## config.mk

```make
export PLATFORM = sky130hd
export DESIGN_NAME = intr_frame_seq
export DESIGN_NICKNAME = d
export VERILOG_FILES = /design/src/rtl/ifs_pkg.sv /design/src/rtl/ifs_ctrl.sv /design/src/rtl/ifs_frame.sv /design/src/rtl/ifs_seg.sv /design/src/rtl/intr_frame_seq.sv
export SDC_FILE = /design/constraint.sdc
export NUM_CORES = 1
export LEC_CHECK = 0
export BUFFER_PORTS_ARGS = -buffer_cell sky130_fd_sc_hd__buf_2
export CAP_MARGIN = 5
export CORE_MARGIN = 4
export CORE_UTILIZATION = 40
export DETAILED_ROUTE_END_ITERATION = 8
export PLACE_DENSITY = 0.68
export SYNTH_ARGS = -nofsm -noshare
export SYNTH_HDL_FRONTEND = slang
export SYNTH_HIERARCHICAL = 1
export SYNTH_SLANG_ARGS = --single-unit
```

## constraint.sdc

```tcl
create_clock -name clk -period 2 [get_ports clk]
set_input_delay 0.2 -clock clk [delete_from_list [all_inputs] [get_ports clk]]
set_output_delay 0.2 -clock clk [all_outputs]
set_load 0.1 [all_outputs]
```

## src/rtl/ifs_pkg.sv

```systemverilog
// Shared types of the interrupt stack frame sequencer.
// Assumes a byte-wide stack and a two-byte program counter.
package ifs_pkg;
    typedef enum logic [3:0] {
        ST_IDLE,
        ST_PSH_PCL,
        ST_PSH_PCH,
        ST_PSH_FLG,
        ST_PSH_CSR,
        ST_POP_CSR,
        ST_POP_FLG,
        ST_POP_PCH,
        ST_POP_PCL
    } ifs_state_e;
endpackage

```

## src/rtl/ifs_ctrl.sv

```systemverilog
// Sequencer control: accepts entry and return requests, walks the
// push or pop steps one per cycle, latches the frame format at entry
// and holds the in-handler flag. Assumes no nesting: entry is only
// taken outside a handler.
module ifs_ctrl
    import ifs_pkg::*;
(
    input  logic       clk,
    input  logic       rst_n,
    input  logic       take_i,
    input  logic       iret_i,
    input  logic       mode_we_i,
    input  logic       mode_wd_i,
    output ifs_state_e state_o,
    output logic       ext_mode_o,
    output logic       frame_ext_o,
    output logic       in_hdl_o,
    output logic       done_o,
    output logic       start_o,
    output logic       entry_end_o,
    output logic       exit_end_o,
    output logic       push_o,
    output logic       pop_o,
    output logic       busy_o
);
    ifs_state_e state_q;
    logic ext_mode_q, frame_ext_q, in_hdl_q, done_q;
    logic ret_go;

    // request qualification and step decode
    always_comb begin
        start_o     = (state_q == ST_IDLE) && take_i && !in_hdl_q;
        ret_go      = (state_q == ST_IDLE) && iret_i && in_hdl_q;
        push_o      = state_q inside {ST_PSH_PCL, ST_PSH_PCH, ST_PSH_FLG, ST_PSH_CSR};
        pop_o       = state_q inside {ST_POP_CSR, ST_POP_FLG, ST_POP_PCH, ST_POP_PCL};
        entry_end_o = ((state_q == ST_PSH_FLG) && !frame_ext_q) || (state_q == ST_PSH_CSR);
        exit_end_o  = (state_q == ST_POP_PCL);
    end

    // format configuration bit
    always_ff @(posedge clk) begin
        if (!rst_n)         ext_mode_q <= 1'b0;
        else if (mode_we_i) ext_mode_q <= mode_wd_i;
    end

    // step sequencing, format latch, handler flag and done pulse
    always_ff @(posedge clk) begin
        if (!rst_n) begin
            state_q     <= ST_IDLE;
            frame_ext_q <= 1'b0;
            in_hdl_q    <= 1'b0;
            done_q      <= 1'b0;
        end else begin
            done_q <= entry_end_o || exit_end_o;
            if (entry_end_o) in_hdl_q <= 1'b1;
            if (exit_end_o)  in_hdl_q <= 1'b0;
            case (state_q)
                ST_IDLE: begin
                    if (start_o) begin
                        frame_ext_q <= ext_mode_q;
                        state_q     <= ST_PSH_PCL;
                    end else if (ret_go) begin
                        state_q <= frame_ext_q ? ST_POP_CSR : ST_POP_FLG;
                    end
                end
                ST_PSH_PCL: state_q <= ST_PSH_PCH;
                ST_PSH_PCH: state_q <= ST_PSH_FLG;
                ST_PSH_FLG: state_q <= frame_ext_q ? ST_PSH_CSR : ST_IDLE;
                ST_PSH_CSR: state_q <= ST_IDLE;
                ST_POP_CSR: state_q <= ST_POP_FLG;
                ST_POP_FLG: state_q <= ST_POP_PCH;
                ST_POP_PCH: state_q <= ST_POP_PCL;
                default:    state_q <= ST_IDLE;
            endcase
        end
    end

    assign state_o     = state_q;
    assign ext_mode_o  = ext_mode_q;
    assign frame_ext_o = frame_ext_q;
    assign in_hdl_o    = in_hdl_q;
    assign done_o      = done_q;
    assign busy_o      = (state_q != ST_IDLE);

    // transfer counters used only by the frame length checks
    logic [2:0] push_cnt, pop_cnt;
    always_ff @(posedge clk) begin
        if (!rst_n) begin
            push_cnt <= '0;
            pop_cnt  <= '0;
        end else begin
            if (start_o)     push_cnt <= '0;
            else if (push_o) push_cnt <= push_cnt + 3'd1;
            if (ret_go)      pop_cnt  <= '0;
            else if (pop_o)  pop_cnt  <= pop_cnt + 3'd1;
        end
    end

    p_mode_rst_r1: assert property (@(posedge clk) !rst_n |=> !ext_mode_q);
    p_frame_len_r2: assert property (@(posedge clk) disable iff (!rst_n)
        entry_end_o |-> (push_cnt == (frame_ext_q ? 3'd3 : 3'd2)));
    p_pop_len_r6: assert property (@(posedge clk) disable iff (!rst_n)
        exit_end_o |-> (pop_cnt == (frame_ext_q ? 3'd3 : 3'd2)));
    p_fmt_held_r7: assert property (@(posedge clk) disable iff (!rst_n)
        (in_hdl_q && $past(in_hdl_q)) |-> $stable(frame_ext_q));
    p_no_reentry_r8: assert property (@(posedge clk) disable iff (!rst_n)
        (take_i && (in_hdl_q || busy_o)) |=> !(state_q == ST_PSH_PCL));
endmodule

```

## src/rtl/ifs_frame.sv

```systemverilog
// Frame datapath: captures PC and flags at entry, selects the byte
// to push for each step, and collects popped bytes on return.
// Assumes the stack presents its top byte in the cycle of the pop.
module ifs_frame
    import ifs_pkg::*;
#(
    parameter int BYTE_W = 8,
    parameter int SEG_W  = 6,
    localparam int PC_W  = 2 * BYTE_W,
    localparam int PAD_W = BYTE_W - SEG_W
) (
    input  logic              clk,
    input  logic              rst_n,
    input  ifs_state_e        state_i,
    input  logic              start_i,
    input  logic [PC_W-1:0]   pc_i,
    input  logic [BYTE_W-1:0] flags_i,
    input  logic [SEG_W-1:0]  csr_i,
    input  logic [BYTE_W-1:0] rdata_i,
    output logic [BYTE_W-1:0] wdata_o,
    output logic [PC_W-1:0]   ret_pc_o,
    output logic [BYTE_W-1:0] ret_flags_o
);
    logic [PC_W-1:0]   pc_q;
    logic [BYTE_W-1:0] flags_q;

    // snapshot of the context to be stacked
    always_ff @(posedge clk) begin
        if (!rst_n) begin
            pc_q    <= '0;
            flags_q <= '0;
        end else if (start_i) begin
            pc_q    <= pc_i;
            flags_q <= flags_i;
        end
    end

    // byte presented on the push port per step
    always_comb begin
        case (state_i)
            ST_PSH_PCL: wdata_o = pc_q[BYTE_W-1:0];
            ST_PSH_PCH: wdata_o = pc_q[PC_W-1:BYTE_W];
            ST_PSH_FLG: wdata_o = flags_q;
            ST_PSH_CSR: wdata_o = {{PAD_W{1'b0}}, csr_i};
            default:    wdata_o = '0;
        endcase
    end

    // collection of the restored context while popping
    always_ff @(posedge clk) begin
        if (!rst_n) begin
            ret_pc_o    <= '0;
            ret_flags_o <= '0;
        end else begin
            case (state_i)
                ST_POP_FLG: ret_flags_o              <= rdata_i;
                ST_POP_PCH: ret_pc_o[PC_W-1:BYTE_W]  <= rdata_i;
                ST_POP_PCL: ret_pc_o[BYTE_W-1:0]     <= rdata_i;
                default: ;
            endcase
        end
    end

    p_pcl_first_r2: assert property (@(posedge clk) disable iff (!rst_n)
        start_i |=> (wdata_o == $past(pc_i[BYTE_W-1:0])));
endmodule

```

## src/rtl/ifs_seg.sv

```systemverilog
// Segment state: the code segment register, the flag that makes the
// interrupt segment stand in for it, and the fetch segment select.
// Assumes CSR writes come only from the core and only matter when idle.
module ifs_seg
    import ifs_pkg::*;
#(
    parameter int BYTE_W = 8,
    parameter int SEG_W  = 6
) (
    input  logic              clk,
    input  logic              rst_n,
    input  ifs_state_e        state_i,
    input  logic              busy_i,
    input  logic              frame_ext_i,
    input  logic              in_hdl_i,
    input  logic              entry_end_i,
    input  logic              exit_end_i,
    input  logic [SEG_W-1:0]  isr_i,
    input  logic              csr_we_i,
    input  logic [SEG_W-1:0]  csr_wd_i,
    input  logic [BYTE_W-1:0] rdata_i,
    output logic [SEG_W-1:0]  csr_o,
    output logic [SEG_W-1:0]  fetch_seg_o
);
    logic [SEG_W-1:0] csr_q;
    logic             use_isr_q;

    // code segment register: reload at long entry and long return
    always_ff @(posedge clk) begin
        if (!rst_n)                           csr_q <= '0;
        else if (entry_end_i && frame_ext_i)  csr_q <= isr_i;
        else if (state_i == ST_POP_CSR)       csr_q <= rdata_i[SEG_W-1:0];
        else if (csr_we_i && !busy_i)         csr_q <= csr_wd_i;
    end

    // interrupt segment override for the length of a short-format handler
    always_ff @(posedge clk) begin
        if (!rst_n)                           use_isr_q <= 1'b0;
        else if (entry_end_i && !frame_ext_i) use_isr_q <= 1'b1;
        else if (exit_end_i)                  use_isr_q <= 1'b0;
    end

    assign csr_o       = csr_q;
    assign fetch_seg_o = use_isr_q ? isr_i : csr_q;

    p_short_fetch_r3: assert property (@(posedge clk) disable iff (!rst_n)
        (in_hdl_i && !frame_ext_i) |-> (fetch_seg_o == isr_i));
    p_long_load_r4: assert property (@(posedge clk) disable iff (!rst_n)
        (entry_end_i && frame_ext_i) |=> (csr_q == $past(isr_i)));
    p_long_fetch_r4: assert property (@(posedge clk) disable iff (!rst_n)
        (in_hdl_i && frame_ext_i) |-> (fetch_seg_o == csr_o));
    p_csr_hold_r9: assert property (@(posedge clk) disable iff (!rst_n)
        (busy_i && (state_i != ST_POP_CSR) && !(entry_end_i && frame_ext_i))
        |=> $stable(csr_q));
endmodule

```

## src/rtl/intr_frame_seq.sv

```systemverilog
// Top of the interrupt stack frame sequencer: wires the control,
// frame datapath and segment state together. Assumes an external
// byte-wide descending stack that shows its top byte combinationally.
module intr_frame_seq
    import ifs_pkg::*;
#(
    parameter int BYTE_W = 8,
    parameter int SEG_W  = 6,
    localparam int PC_W  = 2 * BYTE_W
) (
    input  logic              clk,
    input  logic              rst_n,
    input  logic              mode_we_i,
    input  logic              mode_wd_i,
    input  logic              irq_take_i,
    input  logic              iret_i,
    input  logic [PC_W-1:0]   pc_i,
    input  logic [BYTE_W-1:0] flags_i,
    input  logic [SEG_W-1:0]  isr_i,
    input  logic              csr_we_i,
    input  logic [SEG_W-1:0]  csr_wd_i,
    output logic              stk_push_o,
    output logic              stk_pop_o,
    output logic [BYTE_W-1:0] stk_wdata_o,
    input  logic [BYTE_W-1:0] stk_rdata_i,
    output logic              busy_o,
    output logic              done_o,
    output logic              ext_mode_o,
    output logic [SEG_W-1:0]  csr_o,
    output logic [SEG_W-1:0]  fetch_seg_o,
    output logic [PC_W-1:0]   ret_pc_o,
    output logic [BYTE_W-1:0] ret_flags_o
);
    ifs_state_e state;
    logic frame_ext, in_hdl, start, entry_end, exit_end;

    ifs_ctrl u_ctrl (
        .clk         (clk),
        .rst_n       (rst_n),
        .take_i      (irq_take_i),
        .iret_i      (iret_i),
        .mode_we_i   (mode_we_i),
        .mode_wd_i   (mode_wd_i),
        .state_o     (state),
        .ext_mode_o  (ext_mode_o),
        .frame_ext_o (frame_ext),
        .in_hdl_o    (in_hdl),
        .done_o      (done_o),
        .start_o     (start),
        .entry_end_o (entry_end),
        .exit_end_o  (exit_end),
        .push_o      (stk_push_o),
        .pop_o       (stk_pop_o),
        .busy_o      (busy_o)
    );

    ifs_frame #(.BYTE_W(BYTE_W), .SEG_W(SEG_W)) u_frame (
        .clk         (clk),
        .rst_n       (rst_n),
        .state_i     (state),
        .start_i     (start),
        .pc_i        (pc_i),
        .flags_i     (flags_i),
        .csr_i       (csr_o),
        .rdata_i     (stk_rdata_i),
        .wdata_o     (stk_wdata_o),
        .ret_pc_o    (ret_pc_o),
        .ret_flags_o (ret_flags_o)
    );

    ifs_seg #(.BYTE_W(BYTE_W), .SEG_W(SEG_W)) u_seg (
        .clk         (clk),
        .rst_n       (rst_n),
        .state_i     (state),
        .busy_i      (busy_o),
        .frame_ext_i (frame_ext),
        .in_hdl_i    (in_hdl),
        .entry_end_i (entry_end),
        .exit_end_i  (exit_end),
        .isr_i       (isr_i),
        .csr_we_i    (csr_we_i),
        .csr_wd_i    (csr_wd_i),
        .rdata_i     (stk_rdata_i),
        .csr_o       (csr_o),
        .fetch_seg_o (fetch_seg_o)
    );

    p_push_pop_r5: assert property (@(posedge clk) disable iff (!rst_n)
        done_o |-> !busy_o);
endmodule

```

==> run summary <==
The flow ran to the end, and the final reports show no timing, DRC or antenna violations. The number of antenna diodes in the final layout is 0. Routability-driven placement finished with a final weighted congestion of 0.8435. For this run, asynchronously set or reset flops after synthesis account for 0%. The first global-routing pass estimated 13130 µm of wire. The floorplan step defined a die boundary enclosing 9176 µm². Entering global routing, the biggest net connects 32 pins. The worst setup path is captured at a primary output. For the worst-skew pair, the clock arrives at the later sink with an insertion delay of 0.34 ns. The row count was 31. Wires add up to 8281 µm. After synthesis, the mean cell area works out to 9.695 µm².

The count of final setup violators is 0. The minimum clock period is 1.932 ns. The tools report the net total in the final layout as 470.

The area share of the leading cell type in the synthesized netlist works out to 40.91%. After clock tree synthesis, the clock-pin slew on the worst setup and hold paths is 0.08 ns. The average routed wire per standard cell was 15.83 µm. STA classifies the critical path startpoint as a register. The clock arrives with 0.008161 ns of skew. The top cell types in the final layout, fill and taps aside, are sky130_fd_sc_hd__buf_2, sky130_fd_sc_hd__dfxtp_1, sky130_fd_sc_hd__mux2i_1. For this run the aggregate overflow at the end of global routing stands at 0.

The number of maximum-capacitance violations came out at 0. The count of flip-flops with a built-in enable after synthesis works out to 0. The area growth from synthesis to layout was 33.60%; the cell leakage power was 1.698 nW. The total DRC errors in the routed layout is 0. In this run the worst path has a maximum fanout of 8.

The final critical path takes up 96.60% of the cycle. The clock sink count is 63, and the number of detailed-routing iterations run before antenna repair is 4. The tools report the achievable frequency as 0.5176 GHz. The fraction of the yosys area taken by sequential cells is 40.91%, and the number of max-slew violations in the final report is 0.

In this run, the number of DRC markers left after iteration 0 of detailed routing was 104. After synthesis the netlist holds a flip-flop and latch count of 63. Cell taking the most area after synthesis: sky130_fd_sc_hd__dfxtp_1. The most used flip-flop cell after synthesis is sky130_fd_sc_hd__dfxtp_1. The post-place instance area was 3889 µm²; the total via count after detailed routing was 2661. The finished cells cover 4119 µm². The critical path is of the reg2out type.

The clock tree synthesis step divided the H-tree into 3 levels. The die is 95.79 µm tall. The library cell used most frequently in the layout, excluding fill and tap cells, is sky130_fd_sc_hd__buf_2.

The wire-length estimate of the detail-placed layout is 6106 µm. The die is 95.79 µm wide. The number of unique standard cell types used by synthesis was 45.

In this run the standard cell core region covers 7370 µm². The logs give 41.83% for the starting density of the core and 523 for the number of standard cells in the final layout excluding fillers. Headroom to the max-slew limit came out at 67.27%.

For the total chip power, the log shows 4.251 mW. The tree is rooted in a sky130_fd_sc_hd__clkbuf_8. Once detail routing completed, the nets flagged for antenna violations numbered 0. The number of nets handed over by synthesis was 369. Counting the fill cells in the layout gives 673. Dividing the detail-routed via count by the number of cells gives 5.088.

Data on the critical path arrives at its endpoint at 1.73 ns. Cells with a size suffix above 1 make up 39.39% of the layout. Count of mapped cells out of synthesis: 318. No sink is reached through more buffers than the 2 on the longest clock path. The number of warnings printed during yosys synthesis was 6; the summed instance area of the synthesized netlist was 3083 µm². The utilization after layout is 55.89%, and the worst hold slack is 0.1204 ns. Counting the buffers created by CTS gives 9. The power density normalized to cell area was 1032 nW/µm²; the post-place setup slack was 0.08373 ns. In this run, post-CTS hold repair placed 0 buffers. In the post-synthesis netlist, the biggest area contributors are sky130_fd_sc_hd__dfxtp_1, sky130_fd_sc_hd__mux2i_1, sky130_fd_sc_hd__nor2b_1.

For the pin with the worst max-slew slack, the measured transition is 0.4890 ns. Setup total negative slack on the finished layout was measured at 0 ns. During placement, the flow inserted port buffers numbering 99.

The worst-case IR drop observed on VDD is 743.8 µV. TritonCTS built the clock tree. 100 I/O pins were placed. The logs give 0 for the number of antenna violations at the first check in global routing and 0 for the final hold violation count.

The register cell area after layout is 1265 µm². The multi-input combinational cells in the finished layout cover a total of 1732 µm². Setup slack on the critical path of the routed design comes to 0.06800 ns. In this run the worst hold path is classified as in2reg.

Global routing consumed, over all layers together, 18.60% of the routing resources. The tools report the critical path data required time as 1.80 ns. The via count of the first global-routing pass came out at 2620. After detailed placement, the design holds a cell count of 504.
## sequential cells by signal (all words and copies together), names as in the netlist
signal	count
u_ctrl/done_o	1
u_frame/ret_flags_o	8
u_ctrl/in_hdl_o	1
u_ctrl/state_o	4
u_ctrl/frame_ext_o	1
u_frame/pc_q	16
u_frame/ret_pc_o	16
u_ctrl/ext_mode_o	1
u_seg/csr_o	6
u_frame/flags_q	8
u_seg/use_isr_q	1
## critical path, stage by stage (launching register included)
cell and delay, ns:
sky130_fd_sc_hd__dfxtp_4 0.38, sky130_fd_sc_hd__buf_8 0.14, sky130_fd_sc_hd__nor2b_1 0.14, sky130_fd_sc_hd__buf_4 0.17, sky130_fd_sc_hd__a22oi_1 0.10, sky130_fd_sc_hd__o22ai_2 0.26
sky130_fd_sc_hd__buf_12 0.21
## cells in the mapped netlist, types with 2 or more instances
master	count
sky130_fd_sc_hd__o21ai_0	2
sky130_fd_sc_hd__buf_6	6
sky130_fd_sc_hd__o22ai_1	7
sky130_fd_sc_hd__clkbuf_1	12
sky130_fd_sc_hd__mux2i_1	40
sky130_fd_sc_hd__dfxtp_1	63
sky130_fd_sc_hd__nor3_1	3
sky130_fd_sc_hd__inv_1	4
sky130_fd_sc_hd__o21a_1	2
sky130_fd_sc_hd__mux2_2	8
sky130_fd_sc_hd__a21boi_0	6
sky130_fd_sc_hd__buf_2	7
sky130_fd_sc_hd__a21oi_1	15
sky130_fd_sc_hd__nor2_1	4
sky130_fd_sc_hd__nand2b_1	9
sky130_fd_sc_hd__a32o_1	5
sky130_fd_sc_hd__nand4bb_1	2
sky130_fd_sc_hd__nor2b_1	37
sky130_fd_sc_hd__a22oi_1	14
sky130_fd_sc_hd__and2_1	2
sky130_fd_sc_hd__nor4b_4	2
sky130_fd_sc_hd__nand2_1	36
sky130_fd_sc_hd__a21boi_1	10
## cell type report
cell class / instances / share of cell area [%]
multi-input cells: 225 / 42.04
flip-flops and latches: 63 / 30.71
inverters: 4 / 0.3645
clock buffers: 9 / 3.007
repair buffers: 116 / 19.71
clock inverters: 7 / 1.154
well taps: 99 / 3.007
## layer usage
| layer | vias to the layer above | wire length, µm | track usage (%) |
|---|---|---|---|
| met5 | - | 0 | 0 |
| met4 | 0 | 148 | 7.583 |
| met3 | 12 | 594 | 5.160 |
| met2 | 87 | 3775 | 28.20 |
| met1 | 1235 | 3763 | 24.90 |
| li1 | 1327 | - | - |
## cell families (layout without fill, tap and decap cells)
logic type	Yosys count	count (layout)	synth area share, %
AO/OA/AOI/OAI	68	68	15.71
XOR/XNOR	1	1	0.2841
buffers and inverters	30	136	5.519
flip-flops	63	63	40.91
multiplexers	48	48	15.91
AND/OR/NAND/NOR	108	108	21.67
## where the power goes
group	total (mW)	switching [mW]	internal, mW
Clock	0.977	0.529	0.448
Sequential	1.47	0.0955	1.38
Combinational	1.80	1.17	0.634
Total	4.25	1.79	2.46
## path summary, 6_finish.rpt
check	from	to	slack, ns	cells after the start
max	u_ctrl/state_o[1]	stk_wdata_o[5]	0.07	6
min	stk_rdata_i[6]	u_frame/ret_pc_o[6]	0.12	3
max reg2reg	u_ctrl/state_o[1]	u_seg/csr_o[2]	0.12	5
min reg2reg	u_frame/ret_pc_o[3]	u_frame/ret_pc_o[3]	0.45	2
## what timing repair did
| item | CTS | global route |
|---|---|---|
| setup buffers | 0 | 3 |
| setup endpoints to repair | 5 | 12 |
| pin swaps | 0 | 2 |
| gates resized for setup | 4 | 8 |
(Power assumes the default switching activity.)
